--- src/rtl/twr_pkg.sv ---
package twr_pkg;
  localparam int BYTE_W = 8;

  typedef enum logic [2:0] {
    ST_IDLE,
    ST_ADDR,
    ST_DATA,
    ST_ACK,
    ST_HOLD
  } twr_state_e;

  typedef enum logic [1:0] {
    HIT_NONE,
    HIT_OWN,
    HIT_GC
  } twr_hit_e;

  localparam logic [7:0] STAT_IDLE      = 8'hF8;
  localparam logic [7:0] STAT_OWN_ACK   = 8'h60;
  localparam logic [7:0] STAT_GC_ACK    = 8'h70;
  localparam logic [7:0] STAT_DATA_ACK  = 8'h80;
  localparam logic [7:0] STAT_DATA_NACK = 8'h88;

  // Decide whether a header byte selects this slave (write direction only).
  function automatic twr_hit_e classify_header(input logic [7:0] hdr, input logic [7:0] cfg);
    if (hdr[0]) return HIT_NONE;
    if (hdr[7:1] == 7'd0) return cfg[0] ? HIT_GC : HIT_NONE;
    if (hdr[7:1] == cfg[7:1]) return HIT_OWN;
    return HIT_NONE;
  endfunction

  function automatic logic [7:0] header_status(input twr_hit_e hit);
    return (hit == HIT_GC) ? STAT_GC_ACK : STAT_OWN_ACK;
  endfunction
endpackage

--- src/rtl/twr_line_sync.sv ---
module twr_line_sync #(
  parameter int WIDTH  = 2,
  parameter int STAGES = 2
) (
  input  logic             clk,
  input  logic             rst_n,
  input  logic [WIDTH-1:0] d,
  output logic [WIDTH-1:0] q
);
  logic [WIDTH-1:0] stage_q [STAGES];

  for (genvar g = 0; g < STAGES; g++) begin : g_stage
    always_ff @(posedge clk or negedge rst_n) begin
      if (!rst_n) stage_q[g] <= '1;
      else if (g == 0) stage_q[g] <= d;
      else stage_q[g] <= stage_q[(g == 0) ? 0 : g-1];
    end
  end

  assign q = stage_q[STAGES-1];
endmodule

--- src/rtl/twr_bus_events.sv ---
module twr_bus_events (
  input  logic clk,
  input  logic rst_n,
  input  logic scl_s,
  input  logic sda_s,
  output logic scl_rise,
  output logic scl_fall,
  output logic start_evt,
  output logic stop_evt
);
  logic scl_p, sda_p;

  always_ff @(posedge clk or negedge rst_n) begin
    if (!rst_n) begin
      scl_p <= 1'b1;
      sda_p <= 1'b1;
    end else begin
      scl_p <= scl_s;
      sda_p <= sda_s;
    end
  end

  assign scl_rise  = scl_s & ~scl_p;
  assign scl_fall  = ~scl_s & scl_p;
  assign start_evt = scl_s & scl_p & sda_p & ~sda_s;
  assign stop_evt  = scl_s & scl_p & ~sda_p & sda_s;
endmodule

--- src/rtl/twowire_addr_rx.sv ---
module twowire_addr_rx
  import twr_pkg::*;
#(
  parameter int SYNC_STAGES = 2
) (
  input  logic       clk,
  input  logic       rst_n,
  input  logic       scl_in,
  input  logic       sda_in,
  input  logic [7:0] own_addr_cfg,
  input  logic       ack_en,
  input  logic       flag_clr,
  output logic       sda_drive_low,
  output logic       scl_hold_low,
  output logic       done_flag,
  output logic [7:0] status_code,
  output logic [7:0] rx_data
);
  localparam int CNT_W = $clog2(BYTE_W + 1);
  localparam logic [CNT_W-1:0] LAST_BIT = CNT_W'(BYTE_W - 1);

  logic scl_s, sda_s;
  logic scl_rise_evt, scl_fall_evt, start_evt, stop_evt;

  twr_line_sync #(.WIDTH(2), .STAGES(SYNC_STAGES)) u_sync (
    .clk(clk), .rst_n(rst_n), .d({scl_in, sda_in}), .q({scl_s, sda_s})
  );

  twr_bus_events u_events (
    .clk(clk), .rst_n(rst_n), .scl_s(scl_s), .sda_s(sda_s),
    .scl_rise(scl_rise_evt), .scl_fall(scl_fall_evt),
    .start_evt(start_evt), .stop_evt(stop_evt)
  );

  twr_state_e       state_q;
  logic [CNT_W-1:0] bit_cnt_q;
  logic [7:0]       shreg_q, rx_q, status_q;
  logic             slot_rise_q, ack_now_q, is_hdr_q, resume_q, flag_q, sda_low_q;
  twr_hit_e         hit_q;

  // Named events for the checks below.
  logic [7:0] shifted;
  twr_hit_e   hdr_hit;
  logic       evt_byte_end, evt_flag_set;

  assign shifted      = {shreg_q[6:0], sda_s};
  assign hdr_hit      = classify_header(shifted, own_addr_cfg);
  assign evt_byte_end = scl_rise_evt && (bit_cnt_q == LAST_BIT) &&
                        (state_q == ST_ADDR || state_q == ST_DATA);
  assign evt_flag_set = (state_q == ST_ACK) && scl_fall_evt && slot_rise_q &&
                        !start_evt && !stop_evt;

  always_ff @(posedge clk or negedge rst_n) begin
    if (!rst_n) begin
      state_q     <= ST_IDLE;
      bit_cnt_q   <= '0;
      shreg_q     <= '0;
      rx_q        <= '0;
      status_q    <= STAT_IDLE;
      slot_rise_q <= 1'b0;
      ack_now_q   <= 1'b0;
      is_hdr_q    <= 1'b0;
      resume_q    <= 1'b0;
      sda_low_q   <= 1'b0;
      hit_q       <= HIT_NONE;
    end else if (start_evt) begin
      state_q   <= ST_ADDR;
      bit_cnt_q <= '0;
      sda_low_q <= 1'b0;
    end else if (stop_evt) begin
      state_q   <= ST_IDLE;
      sda_low_q <= 1'b0;
    end else begin
      case (state_q)
        ST_ADDR: if (scl_rise_evt) begin
          shreg_q   <= shifted;
          bit_cnt_q <= bit_cnt_q + 1'b1;
          if (bit_cnt_q == LAST_BIT) begin
            if (hdr_hit != HIT_NONE && ack_en) begin
              state_q     <= ST_ACK;
              ack_now_q   <= 1'b1;
              is_hdr_q    <= 1'b1;
              hit_q       <= hdr_hit;
              slot_rise_q <= 1'b0;
            end else begin
              state_q <= ST_IDLE;
            end
          end
        end
        ST_DATA: if (scl_rise_evt) begin
          shreg_q   <= shifted;
          bit_cnt_q <= bit_cnt_q + 1'b1;
          if (bit_cnt_q == LAST_BIT) begin
            state_q     <= ST_ACK;
            ack_now_q   <= ack_en;
            is_hdr_q    <= 1'b0;
            slot_rise_q <= 1'b0;
          end
        end
        ST_ACK: begin
          if (scl_rise_evt) slot_rise_q <= 1'b1;
          if (scl_fall_evt) begin
            if (!slot_rise_q) begin
              sda_low_q <= ack_now_q;
            end else begin
              sda_low_q <= 1'b0;
              state_q   <= ST_HOLD;
              resume_q  <= ack_now_q;
              if (is_hdr_q) status_q <= header_status(hit_q);
              else begin
                rx_q     <= shreg_q;
                status_q <= ack_now_q ? STAT_DATA_ACK : STAT_DATA_NACK;
              end
            end
          end
        end
        ST_HOLD: if (flag_clr) begin
          state_q   <= resume_q ? ST_DATA : ST_IDLE;
          bit_cnt_q <= '0;
        end
        default: state_q <= ST_IDLE;
      endcase
    end
  end

  always_ff @(posedge clk or negedge rst_n) begin
    if (!rst_n) flag_q <= 1'b0;
    else if (evt_flag_set) flag_q <= 1'b1;
    else if (flag_clr) flag_q <= 1'b0;
  end

  assign sda_drive_low = sda_low_q;
  assign scl_hold_low  = (state_q == ST_HOLD);
  assign done_flag     = flag_q;
  assign status_code   = status_q;
  assign rx_data       = rx_q;

  // the pull-down only begins while the clock is low.
  assert_ack_in_low_phase_R10: assert property (@(posedge clk) disable iff (!rst_n)
    $rose(sda_drive_low) |-> !scl_s);

  // never pull data low while stretching the clock.
  assert_no_drive_in_hold_R10: assert property (@(posedge clk) disable iff (!rst_n)
    scl_hold_low |-> !sda_drive_low);

  // the flag rises only right after a falling clock edge.
  assert_flag_after_fall_R7: assert property (@(posedge clk) disable iff (!rst_n)
    $rose(done_flag) |-> $past(scl_fall_evt));

  // the clock is held only while the flag is pending.
  assert_hold_needs_flag_R7: assert property (@(posedge clk) disable iff (!rst_n)
    scl_hold_low |-> done_flag);

  // a clear pulse during the hold releases both.
  assert_clear_releases_R7: assert property (@(posedge clk) disable iff (!rst_n)
    (flag_clr && scl_hold_low) |=> (!done_flag && !scl_hold_low));

  // a byte that is not acknowledged never sees the pull-down.
  assert_nack_no_drive_R6: assert property (@(posedge clk) disable iff (!rst_n)
    (state_q == ST_ACK && !ack_now_q) |-> !sda_drive_low);

  // a START always restarts header reception.
  assert_start_restarts_R9: assert property (@(posedge clk) disable iff (!rst_n)
    start_evt |=> (state_q == ST_ADDR));

  // a header is only taken when acknowledging is enabled.
  assert_hdr_needs_ack_en_R4: assert property (@(posedge clk) disable iff (!rst_n)
    (state_q == ST_ADDR && evt_byte_end && !ack_en && !start_evt && !stop_evt) |=> (state_q == ST_IDLE));
endmodule

--- config.mk ---
export PLATFORM = sky130hd
export DESIGN_NAME = twowire_addr_rx
export DESIGN_NICKNAME = d
export VERILOG_FILES = /design/src/rtl/twr_pkg.sv /design/src/rtl/twr_line_sync.sv /design/src/rtl/twr_bus_events.sv /design/src/rtl/twowire_addr_rx.sv
export SDC_FILE = /design/constraint.sdc
export NUM_CORES = 1
export LEC_CHECK = 0
export ABC_AREA = 1
export CAP_MARGIN = 20
export CORE_UTILIZATION = 45
export CTS_CLUSTER_DIAMETER = 30
export DETAILED_ROUTE_END_ITERATION = 8
export GPL_ROUTABILITY_DRIVEN = 1
export GPL_TIMING_DRIVEN = 0
export PLACE_DENSITY_LB_ADDON = 0.08
export SYNTH_ARGS = -nofsm -noshare
export SYNTH_HDL_FRONTEND = slang
export SYNTH_SLANG_ARGS = --single-unit
--- constraint.sdc ---
create_clock -name clk -period 5.05 [get_ports clk]
set_clock_uncertainty 0.2 [all_clocks]
set_input_delay 1.01 -clock clk [delete_from_list [all_inputs] [get_ports clk]]
set_output_delay 1.01 -clock clk [all_outputs]
set_load 0.005 [all_outputs]
==> run metrics <==
Avg WL per Cell=11.1 um; DIE WIDTH=69.8 um; worst hold path depth=0; post-layout minimum cycle time=2.84 ns; Num CTS Buffers=5; Final HPWL DP=2980 um; vias in the first global route=1489; CTS tree=done; Synth top area share=0.375; DIE AREA=4880 um^2; overall routing resource usage=0.182; pwr dens=356 nW/um^2; Synth area leader=dfrtp_1; vias per cell=4.64; WHS=0.154 ns; crit start category=flop; starting density of the core=0.472; DR vias=1613; VDD IR max=160 uV; die outline height=69.8 um; DRT antenna net count=0; TritonCTS Sinks=41; critical path peak fanout=5; number of synthesized flops with an enable pin=0; worst reg2reg path depth=9; # rows=24; final slew viol count=0; asr flop ratio synth=1.00; critical path endpoint category=primary output; critical path class=flop to primary output; DRC Markers=0; largest net degree at the start of global routing=29; IO Port Bufs=29; leading register cell type out of synthesis=dfrtp_1; clock latency on the worst-skew pair=0.29 ns; Final Power=899 uW; post-place setup slack=2.28 ns; Final #Nets=310; Final Hold Vio Count=0; FF+latch count, synth=41; IO Pins=33; Root Driver=clkbuf_8; share of cells above drive strength 1=0.182; Pre-antenna DRT Iters=4; synth top area cells=dfrtp_1, nand2_1, dfstp_2; DRT iter0 DRCs=93; LEAKAGE=1.26 nW; grt ovf=0; Ys Warns=0; CTS max path bufs=2; Syn-to-layout area delta=22.1%; Yosys cell types=28; core area=4380 um^2; count leader, synth=nand2_1; GPL Wtd Cong=0.789; CP arrival=1.63 ns; H-tree depth=2; hold buffers post-CTS=0; post-synthesis cell count=256; status=complete, no violations; Avg Synthesized Cell Area=8.09 um^2; Post-CTS Setup Bufs=0; CP required=3.84 ns; max_cap viols=0; RSZ-0062 raised after global routing=false; min-delay worst type=flop to flop; Total Neg Setup Slack=0 ns; period utilization=0.562; most frequent cells after synthesis=nand2_1, inv_1, dfrtp_1, nor2_1, nand3_1; Seq/Total Area, Yosys=0.502; first-pass GRT wire length=6890 um; FMAX=353 MHz; Final WS setup=2.21 ns; # diodes=0; synthesized area=2070 um^2; endpoints failing setup=0; total length of routed wires=3850 um; number of antenna violations at the first check in global routing=0; # resized after CTS=0; Clock Pin Slew Worst Setup and Hold Paths=0.07 ns
## final cells by class
cell class	count	area (um^2)
multi-input combinational	165	810
fill	424	1860
sequential	41	1040
timing repair buffer	30	305
inverter	45	171
clock buffer	8	80.1
buffer	7	58.8
tap	52	65.1
## flip-flops by register name, indices dropped and copies added (netlist names)
register        count
rx_data             8
shreg_q             8
bit_cnt_q           4
status_code         4
state_q             3
hit_q               2
u_sync.q            2
u_sync.stage_q      2
ack_now_q           1
done_flag           1
is_hdr_q            1
resume_q            1
sda_drive_low       1
slot_rise_q         1
u_events.scl_p      1
u_events.sda_p      1
## logic make-up (layout without fill, tap and decap cells)
kind of cell,count (synthesis),count (layout),synth area share
AND/OR/NAND/NOR,129,129,0.280
buffers and inverters,52,90,0.111
flip-flops,41,41,0.502
AO/OA/AOI/OAI,31,31,0.0949
adder cells (fa/ha/maj),1,1,0.00604
other,1,3,0.00181
XOR/XNOR,1,1,0.00423
## power by group
group          switching [mW]  internal [mW]
registers              0.0406          0.379
logic                   0.173          0.103
clock network           0.105         0.0981
## per-layer routing
layer	share of wire	vias to the layer above	global-route usage
met3	0.035	8	0.0349
met2	0.44	30	0.278
li1	-	856	-
met4	0.020	0	0.0733
met1	0.50	719	0.256
met5	0	-	0
## cell usage in the layout (no fill, tap or decap)
master,netlist,final
a21oi_1,7,7
a21oi_2,1,1
a22o_1,1,1
buf_12,1,2
buf_2,1,2
buf_4,4,4
clkbuf_1,1,4
clkbuf_8,0,5
clkdlybuf4s50_1,0,28
conb_1,1,3
dfrtp_1,31,31
dfstp_2,10,10
ha_1,1,1
inv_1,36,36
inv_2,8,8
inv_4,1,1
nand2_1,76,76
nand3_1,15,15
nand3_2,4,4
nand4_1,3,3
nor2_1,22,22
nor2_2,3,3
nor2_4,2,2
nor3_1,1,1
nor3_2,1,1
nor3_4,1,1
o21ai_0,13,13
o21ai_2,9,9
or2_2,1,1
xnor2_1,1,1
## path summary, 6_finish.rpt
check	to	slack [ns]	start
worst min-delay path	u_sync.q[0]	0.15	u_sync.stage_q[2]
worst max register to register	is_hdr_q	3.15	u_sync.q[0]
min in group asynchronous	rx_data[6]	0.40	rst_n
worst min register to register	u_sync.q[0]	0.15	u_sync.stage_q[2]
max in group asynchronous	u_events.scl_p	3.72	rst_n
worst max-delay path	scl_hold_low	2.21	state_q[1]
## worst max-delay path, stage by stage, from the launching register on
cell and delay [ns]:
dfrtp_1 0.42, inv_2 0.11, nand3_1 0.18, inv_1 0.12, clkdlybuf4s50_1 0.50
## per-stage QoR
step | cell area (um^2) | cells | util
floorplan | 2080 | 258 | -
CTS | 2530 | 348 | 0.577
detailed placement | 2450 | 340 | 0.559
finish | 2530 | 348 | 0.577
global placement | 2430 | 339 | 0.555
global route | 2530 | 348 | 0.577
No activity file was read; power rests on OpenSTA's default activity.
